**src/rtl/xcp_pkg.sv**
```systemverilog
package xcp_pkg;
  localparam int NREQ = 5;
  // request vector order, lowest index has highest priority
  localparam int IX_ADEL = 0;
  localparam int IX_ADES = 1;
  localparam int IX_RI   = 2;
  localparam int IX_CPU  = 3;
  localparam int IX_OVF  = 4;

  localparam logic [4:0] CODE_INT  = 5'd0;
  localparam logic [4:0] CODE_ADEL = 5'd4;
  localparam logic [4:0] CODE_ADES = 5'd5;
  localparam logic [4:0] CODE_RI   = 5'd10;
  localparam logic [4:0] CODE_CPU  = 5'd11;
  localparam logic [4:0] CODE_OVF  = 5'd12;

  typedef enum logic [1:0] {
    SEL_STATUS = 2'd0,
    SEL_CAUSE  = 2'd1,
    SEL_EPC    = 2'd2,
    SEL_BADVA  = 2'd3
  } word_sel_e;

  function automatic logic [4:0] code_of(input int idx);
    case (idx)
      IX_ADEL: code_of = CODE_ADEL;
      IX_ADES: code_of = CODE_ADES;
      IX_RI:   code_of = CODE_RI;
      IX_CPU:  code_of = CODE_CPU;
      default: code_of = CODE_OVF;
    endcase
  endfunction
endpackage

```
**src/rtl/xcp_shreg.sv**
```systemverilog
module xcp_shreg #(
  parameter int W = 32
) (
  input  logic         clk,
  input  logic         rst_n,
  input  logic         load_en,
  input  logic [W-1:0] load_val,
  input  logic         shift_en,
  input  logic         shift_in,
  output logic [W-1:0] q
);
  logic [W-1:0] q_nxt;

  always_comb begin
    q_nxt = q;
    if (load_en)       q_nxt = load_val;
    else if (shift_en) q_nxt = {shift_in, q[W-1:1]};
  end

  always_ff @(posedge clk or negedge rst_n) begin
    if (!rst_n)                   q <= '0;
    else if (load_en || shift_en) q <= q_nxt;
  end
endmodule

```
**src/rtl/xcp_arbiter.sv**
```systemverilog
module xcp_arbiter
  import xcp_pkg::*;
#(
  parameter logic [NREQ-1:0] EN_MASK = '1
) (
  input  logic [NREQ-1:0] req,
  input  logic            irq,
  input  logic            at_boundary,
  input  logic            ie,
  output logic            take,
  output logic [4:0]      code,
  output logic            is_addr
);
  logic [NREQ-1:0] req_m;
  logic            sync_any;

  assign req_m    = req & EN_MASK;
  assign sync_any = |req_m;

  always_comb begin
    code = CODE_INT;
    for (int i = NREQ - 1; i >= 0; i--) begin
      if (req_m[i]) code = code_of(i);
    end
  end

  assign take    = sync_any || (irq && at_boundary && ie);
  assign is_addr = req_m[IX_ADEL] || req_m[IX_ADES];
endmodule

```
**src/rtl/xcp_seq.sv**
```systemverilog
module xcp_seq #(
  parameter int W = 32
) (
  input  logic       clk,
  input  logic       rst_n,
  input  logic       start,
  input  logic [1:0] sel,
  input  logic       wr,
  output logic       busy,
  output logic [1:0] sel_q,
  output logic       wr_q
);
  localparam int CW = $clog2(W);
  localparam logic [CW-1:0] LAST = CW'(W - 1);

  logic [CW-1:0] cnt, cnt_nxt;
  logic          busy_nxt;
  logic [1:0]    sel_nxt;
  logic          wr_nxt;
  logic          upd_en;

  always_comb begin
    busy_nxt = busy;
    cnt_nxt  = cnt;
    sel_nxt  = sel_q;
    wr_nxt   = wr_q;
    if (!busy && start) begin
      busy_nxt = 1'b1;
      cnt_nxt  = '0;
      sel_nxt  = sel;
      wr_nxt   = wr;
    end else if (busy) begin
      cnt_nxt = cnt + 1'b1;
      if (cnt == LAST) busy_nxt = 1'b0;
    end
  end

  assign upd_en = busy || start;

  always_ff @(posedge clk or negedge rst_n) begin
    if (!rst_n) begin
      busy  <= 1'b0;
      cnt   <= '0;
      sel_q <= '0;
      wr_q  <= 1'b0;
    end else if (upd_en) begin
      busy  <= busy_nxt;
      cnt   <= cnt_nxt;
      sel_q <= sel_nxt;
      wr_q  <= wr_nxt;
    end
  end

  // exactly W busy cycles per access
  p_busy_len_r8: assert property (@(posedge clk) disable iff (!rst_n)
    (busy && cnt == LAST) |=> !busy);
  p_busy_start_r8: assert property (@(posedge clk) disable iff (!rst_n)
    $rose(busy) |-> $past(start));
endmodule

```
**src/rtl/xcp_unit.sv**
```systemverilog
module xcp_unit
  import xcp_pkg::*;
#(
  parameter int          DATA_W   = 32,
  parameter logic [31:0] VEC_ADDR = 32'h0000_0080,
  parameter bit          EN_OVF   = 1'b1,
  parameter bit          EN_CPU   = 1'b1,
  parameter bit          EN_RI    = 1'b1,
  parameter bit          EN_ADDR  = 1'b1
) (
  input  logic              clk,
  input  logic              rst_n,
  input  logic              adel_req,
  input  logic              ades_req,
  input  logic              ri_req,
  input  logic              cpu_req,
  input  logic              ovf_req,
  input  logic              irq,
  input  logic              at_boundary,
  input  logic [DATA_W-1:0] pc_in,
  input  logic              in_delay,
  input  logic [DATA_W-1:0] bad_addr,
  input  logic              rfe,
  input  logic              acc_start,
  input  logic [1:0]        acc_sel,
  input  logic              acc_wr,
  input  logic              acc_sdi,
  output logic              acc_sdo,
  output logic              acc_busy,
  output logic              redirect,
  output logic [DATA_W-1:0] vector_pc
);
  localparam int BD_BIT = DATA_W - 1;
  localparam logic [NREQ-1:0] EN_MASK = {EN_OVF, EN_CPU, EN_RI, EN_ADDR, EN_ADDR};

  logic [NREQ-1:0]   req;
  logic              take, is_addr;
  logic [4:0]        code;
  logic [1:0]        sel_q;
  logic              wr_q;
  logic [DATA_W-1:0] status_q, cause_q, epc_q, badva_q;
  logic [DATA_W-1:0] status_ld, cause_ld, epc_ld;
  logic              status_le;
  logic [3:0]        shift_en;
  logic              redirect_nxt;

  assign req = {ovf_req, cpu_req, ri_req, ades_req, adel_req};
  assign vector_pc = DATA_W'(VEC_ADDR);

  xcp_arbiter #(.EN_MASK(EN_MASK)) u_arb (
    .req(req), .irq(irq), .at_boundary(at_boundary), .ie(status_q[0]),
    .take(take), .code(code), .is_addr(is_addr)
  );

  xcp_seq #(.W(DATA_W)) u_seq (
    .clk(clk), .rst_n(rst_n), .start(acc_start), .sel(acc_sel), .wr(acc_wr),
    .busy(acc_busy), .sel_q(sel_q), .wr_q(wr_q)
  );

  always_comb begin
    for (int i = 0; i < 4; i++) shift_en[i] = acc_busy && (sel_q == 2'(i));
  end

  // status: entry pushes the enable, rfe pops it
  always_comb begin
    status_ld = status_q;
    if (take) begin
      status_ld[2] = status_q[0];
      status_ld[0] = 1'b0;
    end else begin
      status_ld[0] = status_q[2];
    end
  end
  assign status_le = take || rfe;

  always_comb begin
    cause_ld         = '0;
    cause_ld[6:2]    = code;
    cause_ld[BD_BIT] = in_delay;
  end

  assign epc_ld = in_delay ? (pc_in - DATA_W'(4)) : pc_in;

  xcp_shreg #(.W(DATA_W)) u_status (
    .clk(clk), .rst_n(rst_n), .load_en(status_le), .load_val(status_ld),
    .shift_en(shift_en[SEL_STATUS]), .shift_in(wr_q ? acc_sdi : status_q[0]),
    .q(status_q)
  );

  xcp_shreg #(.W(DATA_W)) u_cause (
    .clk(clk), .rst_n(rst_n), .load_en(take), .load_val(cause_ld),
    .shift_en(shift_en[SEL_CAUSE]), .shift_in(cause_q[0]), .q(cause_q)
  );

  xcp_shreg #(.W(DATA_W)) u_epc (
    .clk(clk), .rst_n(rst_n), .load_en(take), .load_val(epc_ld),
    .shift_en(shift_en[SEL_EPC]), .shift_in(epc_q[0]), .q(epc_q)
  );

  generate
    if (EN_ADDR) begin : g_badva
      xcp_shreg #(.W(DATA_W)) u_badva (
        .clk(clk), .rst_n(rst_n), .load_en(take && is_addr), .load_val(bad_addr),
        .shift_en(shift_en[SEL_BADVA]), .shift_in(badva_q[0]), .q(badva_q)
      );
    end else begin : g_no_badva
      assign badva_q = '0;
    end
  endgenerate

  always_comb begin
    case (sel_q)
      SEL_STATUS: acc_sdo = status_q[0];
      SEL_CAUSE:  acc_sdo = cause_q[0];
      SEL_EPC:    acc_sdo = epc_q[0];
      default:    acc_sdo = badva_q[0];
    endcase
    if (!acc_busy) acc_sdo = 1'b0;
  end

  assign redirect_nxt = take;

  always_ff @(posedge clk or negedge rst_n) begin
    if (!rst_n) redirect <= 1'b0;
    else        redirect <= redirect_nxt;
  end

  // a taken event redirects on the next cycle
  p_redirect_r2: assert property (@(posedge clk) disable iff (!rst_n)
    take |=> redirect);
  // the enable is off while the handler is entered
  p_ie_off_r5: assert property (@(posedge clk) disable iff (!rst_n)
    redirect |-> !status_q[0]);
  // an interrupt entry requires the enable before entry
  p_int_masked_r6: assert property (@(posedge clk) disable iff (!rst_n)
    (redirect && cause_q[6:2] == CODE_INT) |-> $past(status_q[0]));
  // a present enabled synchronous request never yields an interrupt code
  p_sync_first_r6: assert property (@(posedge clk) disable iff (!rst_n)
    ((EN_ADDR && (adel_req || ades_req)) || (EN_RI && ri_req)) |=>
      (redirect && cause_q[6:2] != CODE_INT));
  // exception PC outside a delay slot
  p_epc_r3: assert property (@(posedge clk) disable iff (!rst_n)
    (take && !in_delay) |=> (epc_q == $past(pc_in)));
endmodule

```
**config.mk**
```make
export PLATFORM = sky130hd
export DESIGN_NAME = xcp_unit
export DESIGN_NICKNAME = d
export VERILOG_FILES = /design/src/rtl/xcp_pkg.sv /design/src/rtl/xcp_shreg.sv /design/src/rtl/xcp_arbiter.sv /design/src/rtl/xcp_seq.sv /design/src/rtl/xcp_unit.sv
export SDC_FILE = /design/constraint.sdc
export NUM_CORES = 1
export LEC_CHECK = 0
export BUFFER_PORTS_ARGS = -buffer_cell sky130_fd_sc_hd__buf_2
export CAP_MARGIN = 20
export CORE_MARGIN = 4
export CORE_UTILIZATION = 54
export CTS_CLUSTER_DIAMETER = 30
export DETAILED_ROUTE_END_ITERATION = 10
export PLACE_DENSITY = 0.76
export SLEW_MARGIN = 10
export SYNTH_ARGS = -nofsm -noshare
export SYNTH_HDL_FRONTEND = slang
export SYNTH_SLANG_ARGS = --single-unit
```
**constraint.sdc**
```tcl
create_clock -name clk -period 6.4 [get_ports clk]
set_clock_uncertainty 0.2 [all_clocks]
set_input_delay 0.96 -clock clk [delete_from_list [all_inputs] [get_ports clk]]
set_output_delay 0.96 -clock clk [all_outputs]
set_load 0.02 [all_outputs]
```
==> results of run 1 <==
tightest hold or removal path, delay by kind of cell, from the launching register on:
kind             cells  cell delay (ps)
AO/OA/AOI/OAI        1               60
AND/OR/NAND/NOR      1               50
flip-flops           1              340
through the flow:
step                      setup WS (ps)  utilization [%]
after floorplan                    3344                -
final                              3305            63.45
after global routing               3255            63.45
after global placement             3012            58.08
after CTS                          3355            63.10
after detailed placement           2919            58.30
power groups by stage:
stage	sequential (uW)	clock (uW)	combinational (uW)
floorplan	1020	0	408
global placement	1060	0	467
detailed placement	1060	0	488
CTS	1050	1000	490
global route	1060	1040	557
finish	1050	984	499
cell usage in the layout (no fill, tap or decap), types with 3 or more instances in the layout:
master | netlist | routed
dfrtp_1 | 138 | 138
nand2_1 | 105 | 105
buf_2 | 2 | 81
mux2_2 | 56 | 56
o21ai_0 | 48 | 48
mux2i_1 | 45 | 45
a21oi_1 | 35 | 35
conb_1 | 2 | 32
nor2_1 | 32 | 31
a31oi_1 | 20 | 20
or4_1 | 20 | 20
clkbuf_16 | 0 | 17
o31ai_1 | 13 | 13
nor3_1 | 8 | 8
or3_1 | 8 | 8
nand3_1 | 7 | 7
xnor2_1 | 6 | 6
clkinv_2 | 0 | 6
buf_4 | 32 | 6
o211ai_1 | 5 | 5
inv_1 | 4 | 4
nand2b_1 | 4 | 4
xor2_1 | 4 | 4
or2_2 | 4 | 4
clkinvlp_4 | 0 | 4
nand3b_1 | 3 | 3
nor4_1 | 3 | 3
ha_1 | 3 | 3
bufinv_16 | 0 | 3
how the worst min path moves through the flow:
stage	to	slack, ps	cells after the start
finish	g_badva.u_badva.q[1]	280	2
global route	g_badva.u_badva.q[21]	310	2
CTS	g_badva.u_badva.q[1]	280	2
detailed placement	g_badva.u_badva.q[1]	270	2
global placement	g_badva.u_badva.q[27]	260	2
floorplan	u_status.q[31]	250	2
registers in the layout, summed over array words and instances, names as in the netlist:
name               cells
u_seq.busy             1
u_cause.q             32
u_seq.sel_q            2
u_seq.wr_q             1
u_seq.cnt              5
u_status.q            32
g_badva.u_badva.q     32
redirect               1
u_epc.q               32
per-layer routing:
| metal | vias up | track usage [%] |
|---|---|---|
| met2 | 139 | 31.71 |
| met1 | 2456 | 25.51 |
| li1 | 2462 | - |
| met5 | - | 0 |
| met4 | 0 | 8.640 |
| met3 | 20 | 4.382 |
layout make-up:
cell class | instances | area share, %
antenna | 1 | 0.03138
clock buffer | 19 | 5.679
clock inverter | 13 | 1.883
inverter | 5 | 0.2353
multi-input combinational | 488 | 39.50
sequential | 138 | 43.30
tap | 172 | 2.698
timing repair buffer | 91 | 6.668
cells by family (layout without fill, tap and decap cells):
group           after synthesis  after routing  share of synthesized area, %
simple gates                211            211                         14.87
flops                       138            138                         50.05
compound gates              130            130                         10.88
mux                         102            102                         15.99
buf+inv                      81            128                         6.292
xor+xnor                     10             10                         1.269
fa+ha+maj                     3              3                        0.5440
other cells                   2             33                        0.1088
==> key figures, run 1 <==
Routing
  • Post-Route WL: 13.73 mm
  • Vias per cell: 5.477
  • DRC Markers: 0
  • Met3 routed WL: 665 um
  • Uppermost layer routed: met4
  • Met1 Wirelength: 5.951 mm
  • Drt pass-1 iters: 4
  • Initial DRC count: 407
  • DR WL met2: 6.853 mm
  • Antenna Nets Post-Route: 0
  • Routed vias: 5077
  • Drt wl/cell: 14.81 um

GRT
  • Initial antenna violation count: 1
  • Total track usage: 19.66%
  • Grt total ovfl: 0
  • Largest net degree at the start of global routing: 83
  • First-pass GRT wire length: 23.29 mm
  • Vias in the first global route: 5086

Power and ir drop
  • Sequential fraction of design power: 41.4%
  • Worst VDD drop: 0.1949 mV
  • Pint: 1814 uW
  • Sw Share: 28.31%
  • Final Total Pwr: 2530 uW
  • Combinational Power Share: 19.7%
  • Pwr dens: 317.3 nW/um^2
  • Leak: 0.003499 uW
  • Clock share of power: 38.9%
  • P_sw: 716.3 uW

Worst setup path
  • Critical path depth in cells: 5
  • Worst reg2reg startpoint: u_status.q[0]
  • CP top delay family: simple AND/OR/NAND/NOR gates
  • Startpoint types: input port
  • CP bufs+invs: 1
  • Worst reg-to-reg path cell count: 6
  • Crit path capture type: flip-flop
  • Critical path class: input port to flip-flop
  • Most frequent CP cell: or4_1
  • Critical path launch point: pc_in[8]
  • CP arrival: 3220 ps
  • Critical Path RT: 6530 ps
  • R2r setup slk: 3730 ps
  • Worst Setup EP: u_epc.q[29]
  • Worst R2R End: u_epc.q[29]
  • CP Max Fanout: 18
  • Slowest CP cell: or4_1
  • CP max stage delay: 780 ps
  • Crit path cell chain: buf_2 > or4_4 > or4_1 > or4_1 > a31oi_1

Placed design
  • # port buffers: 82
  • Final GP Congestion: 0.8301
  • Detailed placement HPWL: 9.352 mm
  • Placed instance count: 892
  • Placed cell areas: 7327 sq um

CTS
  • Htree depth: 4
  • Root Buffer: clkbuf_16
  • Post-CTS Resized: 0
  • CTS tree: built
  • Sink Count: 138
  • Worst-path clk slew: 60 ps
  • CTS max path bufs: 2
  • Setup Buffers After CTS: 0
  • CTS Buf Count: 17
  • Worst skew pair latency: 410 ps
  • Hold_buf cts: 0

Finish
  • Share of cells above drive strength 1: 25.07%
  • Layout area overhead: 15.58%
  • Final instance area: 7975 sq um
  • # nets final: 824
  • Non-Filler Instances: 927
  • Fill cells: 994
  • Multi-input gate area: 3151 sq um
  • FF/Latch Area: 3453 sq um

Min path
  • Worst min path class: flip-flop to flip-flop
  • Hold_sp: g_badva.u_badva.q[1]

Timing
  • Setup violations, final: 0
  • WHS: 279.5 ps
  • Pins Over Slew Limit: 0
  • Worst slew pin tran: 1016 ps
  • Setup tns final: 0 ps
  • Worst slew margin: 32.26%
  • Max Fclk: 323.1 MHz
  • Min Tclk post-route: 3095 ps
  • Hold Fails Final Rpt: 0
  • Final period util: 48.35%
  • RSZ-0062 raised after global routing: no

Synth
  • Syn avg cell area: 10.19 sq um
  • Largest cells by area after synthesis: dfrtp_1 50%, mux2_2 9.1%, mux2i_1 6.5%
  • Cell accounting for the most synthesized area: dfrtp_1
  • Async SR Flop Fraction: 100.0%
  • Seq/Total Area, Yosys: 50.05%
  • Synth warnings: 0
  • Post-synth top area share: 50.05%
  • Most common cell in the synthesized netlist: dfrtp_1
  • Post-synth top flop: dfrtp_1
  • Distinct cells, synth: 50
  • Most frequent cells after synthesis: 138 x dfrtp_1, 105 x nand2_1, 56 x mux2_2, 48 x o21ai_0, 45 x mux2i_1
  • EDFF count, synth: 0
  • Syn Inst Count: 677
  • Cell Area, Synth: 6900 sq um
  • Flops & latches, synth: 138

Die
  • Starting Density: 54.90%
  • DIE WIDTH: 121.0 um
  • Die H: 121.0 um
  • FP Rows: 41
  • Die ar.: 14650 sq um
  • Core ar.: 12570 sq um
  • IO Pins: 115

Run
  • Max-cap violations: 0

Status
  • Status: completed
Note: power is estimated with default switching activity, not from simulation.
==> run 2: changes to the inputs <==
==> constraint.sdc (replaced) <==
create_clock -name clk -period 3.2 [get_ports clk]
set_clock_uncertainty 0.2 [all_clocks]
set_input_delay 0.48 -clock clk [delete_from_list [all_inputs] [get_ports clk]]
set_output_delay 0.48 -clock clk [all_outputs]
set_load 0.02 [all_outputs]
==> run 2 against run 1 <==
Net effect: sequential share of layout area rose by 0.31 points; via count rose by 0.37%; combinational power is 100% higher; register-to-register slack lost 2800 ps; die area unchanged; hold slack worse by 190 ps; clock power up 77%; highest routed layer unchanged.
==> key figures, run 2 (synthesis results as in run 1) <==
CTS
  • Worst-path clk slew: 50 ps (was 60 ps)
  • CTS tree: built (unchanged)
  • Htree depth: 4 (unchanged)
  • Root Buffer: clkbuf_16 (unchanged)
  • CTS Buf Count: 17 (unchanged)
  • Sink Count: 138 (unchanged)
  • Worst skew pair latency: 410 ps (about the same)
  • Setup Buffers After CTS: 0 (unchanged)
  • CTS max path bufs: 2 (unchanged)

Finish
  • N_diodes: 0 (was 1)
  • Non-Filler Instances: 929 (was 927)
  • Most common cell after layout, fill and taps aside: dfrtp_1 (unchanged)
  • # nets final: 831 (was 824)
  • Share of cells above drive strength 1: 24.57% (was 25.07%)
  • Final instance area: 7919 sq um (was 7975 sq um)
  • Layout area overhead: 14.76% (was 15.58%)
  • Most frequent cells in the layout: 138 x dfrtp_1, 105 x nand2_1, 81 x buf_2 (unchanged)

Placed design
  • Placed cell areas: 7392 sq um (was 7327 sq um)
  • Placed instance count: 900 (was 892)
  • # port buffers: 82 (unchanged)
  • Detailed placement HPWL: 9.675 mm (was 9.352 mm)
  • Final GP Congestion: 0.8029 (was 0.8301)

Routing
  • Drt pass-1 iters: 4 (unchanged)
  • Drt wl/cell: 15.02 um (was 14.81 um)
  • Post-Route WL: 13.95 mm (was 13.73 mm)
  • DRC Markers: 0 (unchanged)
  • Vias per cell: 5.485 (was 5.477)
  • Initial DRC count: 310 (was 407)
  • Routed vias: 5096 (was 5077)
  • Antenna Nets Post-Route: 0 (unchanged)

GRT
  • Vias in the first global route: 5004 (was 5086)
  • Grt total ovfl: 0 (unchanged)
  • Initial antenna violation count: 0 (was 1)
  • First-pass GRT wire length: 23.67 mm (was 23.29 mm)
  • Largest net degree at the start of global routing: 77 (was 83)
  • Total track usage: 20.06% (was 19.66%)

Timing
  • Min Tclk post-route: 2554 ps
  • WHS: 88.06 ps (was 279.5 ps)
  • RSZ-0062 raised after global routing: no (unchanged)
  • Setup violations, final: 0 (unchanged)
  • Final period util: 79.81%
  • Setup tns final: 0 ps (unchanged)
  • Worst slew margin: 48.87% (was 32.26%)
  • Pins Over Slew Limit: 0 (unchanged)
  • Max Fclk: 391.6 MHz
  • Hold Fails Final Rpt: 0 (unchanged)
  • Worst slew pin tran: 764.7 ps (was 1016 ps)

Die
  • Starting Density: 54.90% (unchanged)
  • DIE WIDTH: 121.0 um (unchanged)
  • FP Rows: 41 (unchanged)
  • Core ar.: 12570 sq um (unchanged)
  • Die ar.: 14650 sq um (unchanged)
  • Die H: 121.0 um (unchanged)
  • IO Pins: 115 (unchanged)

Power and ir drop
  • Final Total Pwr: 4845 uW (was 2530 uW)
  • Worst VDD drop: 0.4067 mV (was 0.1949 mV)
  • Pwr dens: 611.8 nW/um^2 (was 317.3 nW/um^2)
  • Leak: 0.003490 uW (was 0.003499 uW)

Worst setup path
  • Critical path class: input port to flip-flop (unchanged)
  • CP Max Fanout: 18 (unchanged)
  • CP arrival: 2690 ps (was 3220 ps)
  • Crit path capture type: flip-flop (unchanged)
  • Startpoint types: input port (unchanged)
  • Critical Path RT: 3330 ps (was 6530 ps)

Status
  • Status: completed (unchanged)

Run
  • Max-cap violations: 0 (unchanged)

Min path
  • Worst min path class: input port to flip-flop (was flip-flop to flip-flop)
run 2: changes by cell type in the layout (fill, tap and decap cells not counted), moves of 2 or more:
cell | before | now
clkbuf_1 | 0 | 5
bufinv_16 | 3 | 1
buf_12 | 0 | 2
buf_4 | 6 | 13
clkinv_2 | 6 | 3
clkinvlp_4 | 4 | 0
buf_16 | 2 | 0
run 2: worst paths after layout:
kind	start	to	slack (ps)	cells after the start
max	pc_in[8]	u_epc.q[28]	650	5
min	pc_in[0]	u_epc.q[0]	90	3
max reg2reg	u_seq.busy	u_cause.q[4]	890	3
min reg2reg	g_badva.u_badva.q[1]	g_badva.u_badva.q[1]	280	2
max in group asynchronous	rst_n	u_epc.q[1]	1720	3
min in group asynchronous	rst_n	u_cause.q[13]	260	2
run 2: routing by layer:
metal	global-route usage [%]	part of all wire, %	vias up
li1	-	-	2485
met1	26.55	44	2473
met2	32.37	50	122
met3	4.848	4.6	16
met4	7.082	1.6	0
met5	0	0	-
run 2: power breakdown:
| group | total, uW | switching, uW | internal (uW) |
|---|---|---|---|
| clock network | 1740 | 658 | 1090 |
| logic | 1000 | 562 | 442 |
| registers | 2100 | 167 | 1930 |
run 2: critical path, cell delays in order:
cell and delay (ps):
buf_2 120, or4_4 550, or4_1 770, or4_1 590
a31oi_1 170
run 2: metrics by stage:
stage	utilization (%)	setup slack, ps
floorplan	-	624.3
global placement	58.82	276.5
detailed placement	58.82	224.6
CTS	63.01	655.7
global route	63.01	554.8
finish	63.01	646.2
run 2: cell type report:
class,instances,area (sq um)
clock buffer,24,471.7
clock inverter,4,45.04
fill,1025,4649
inverter,5,18.77
multi-input combinational,488,3151
sequential,138,3453
tap,172,215.2
timing repair buffer,98,564.3
run 2: repair_timing:
item | CTS | global route
hold buffers | 1 | 0
resized for setup | 0 | 0
setup endpoints to repair | 0 | 0
hold endpoints to repair | 14 | 0
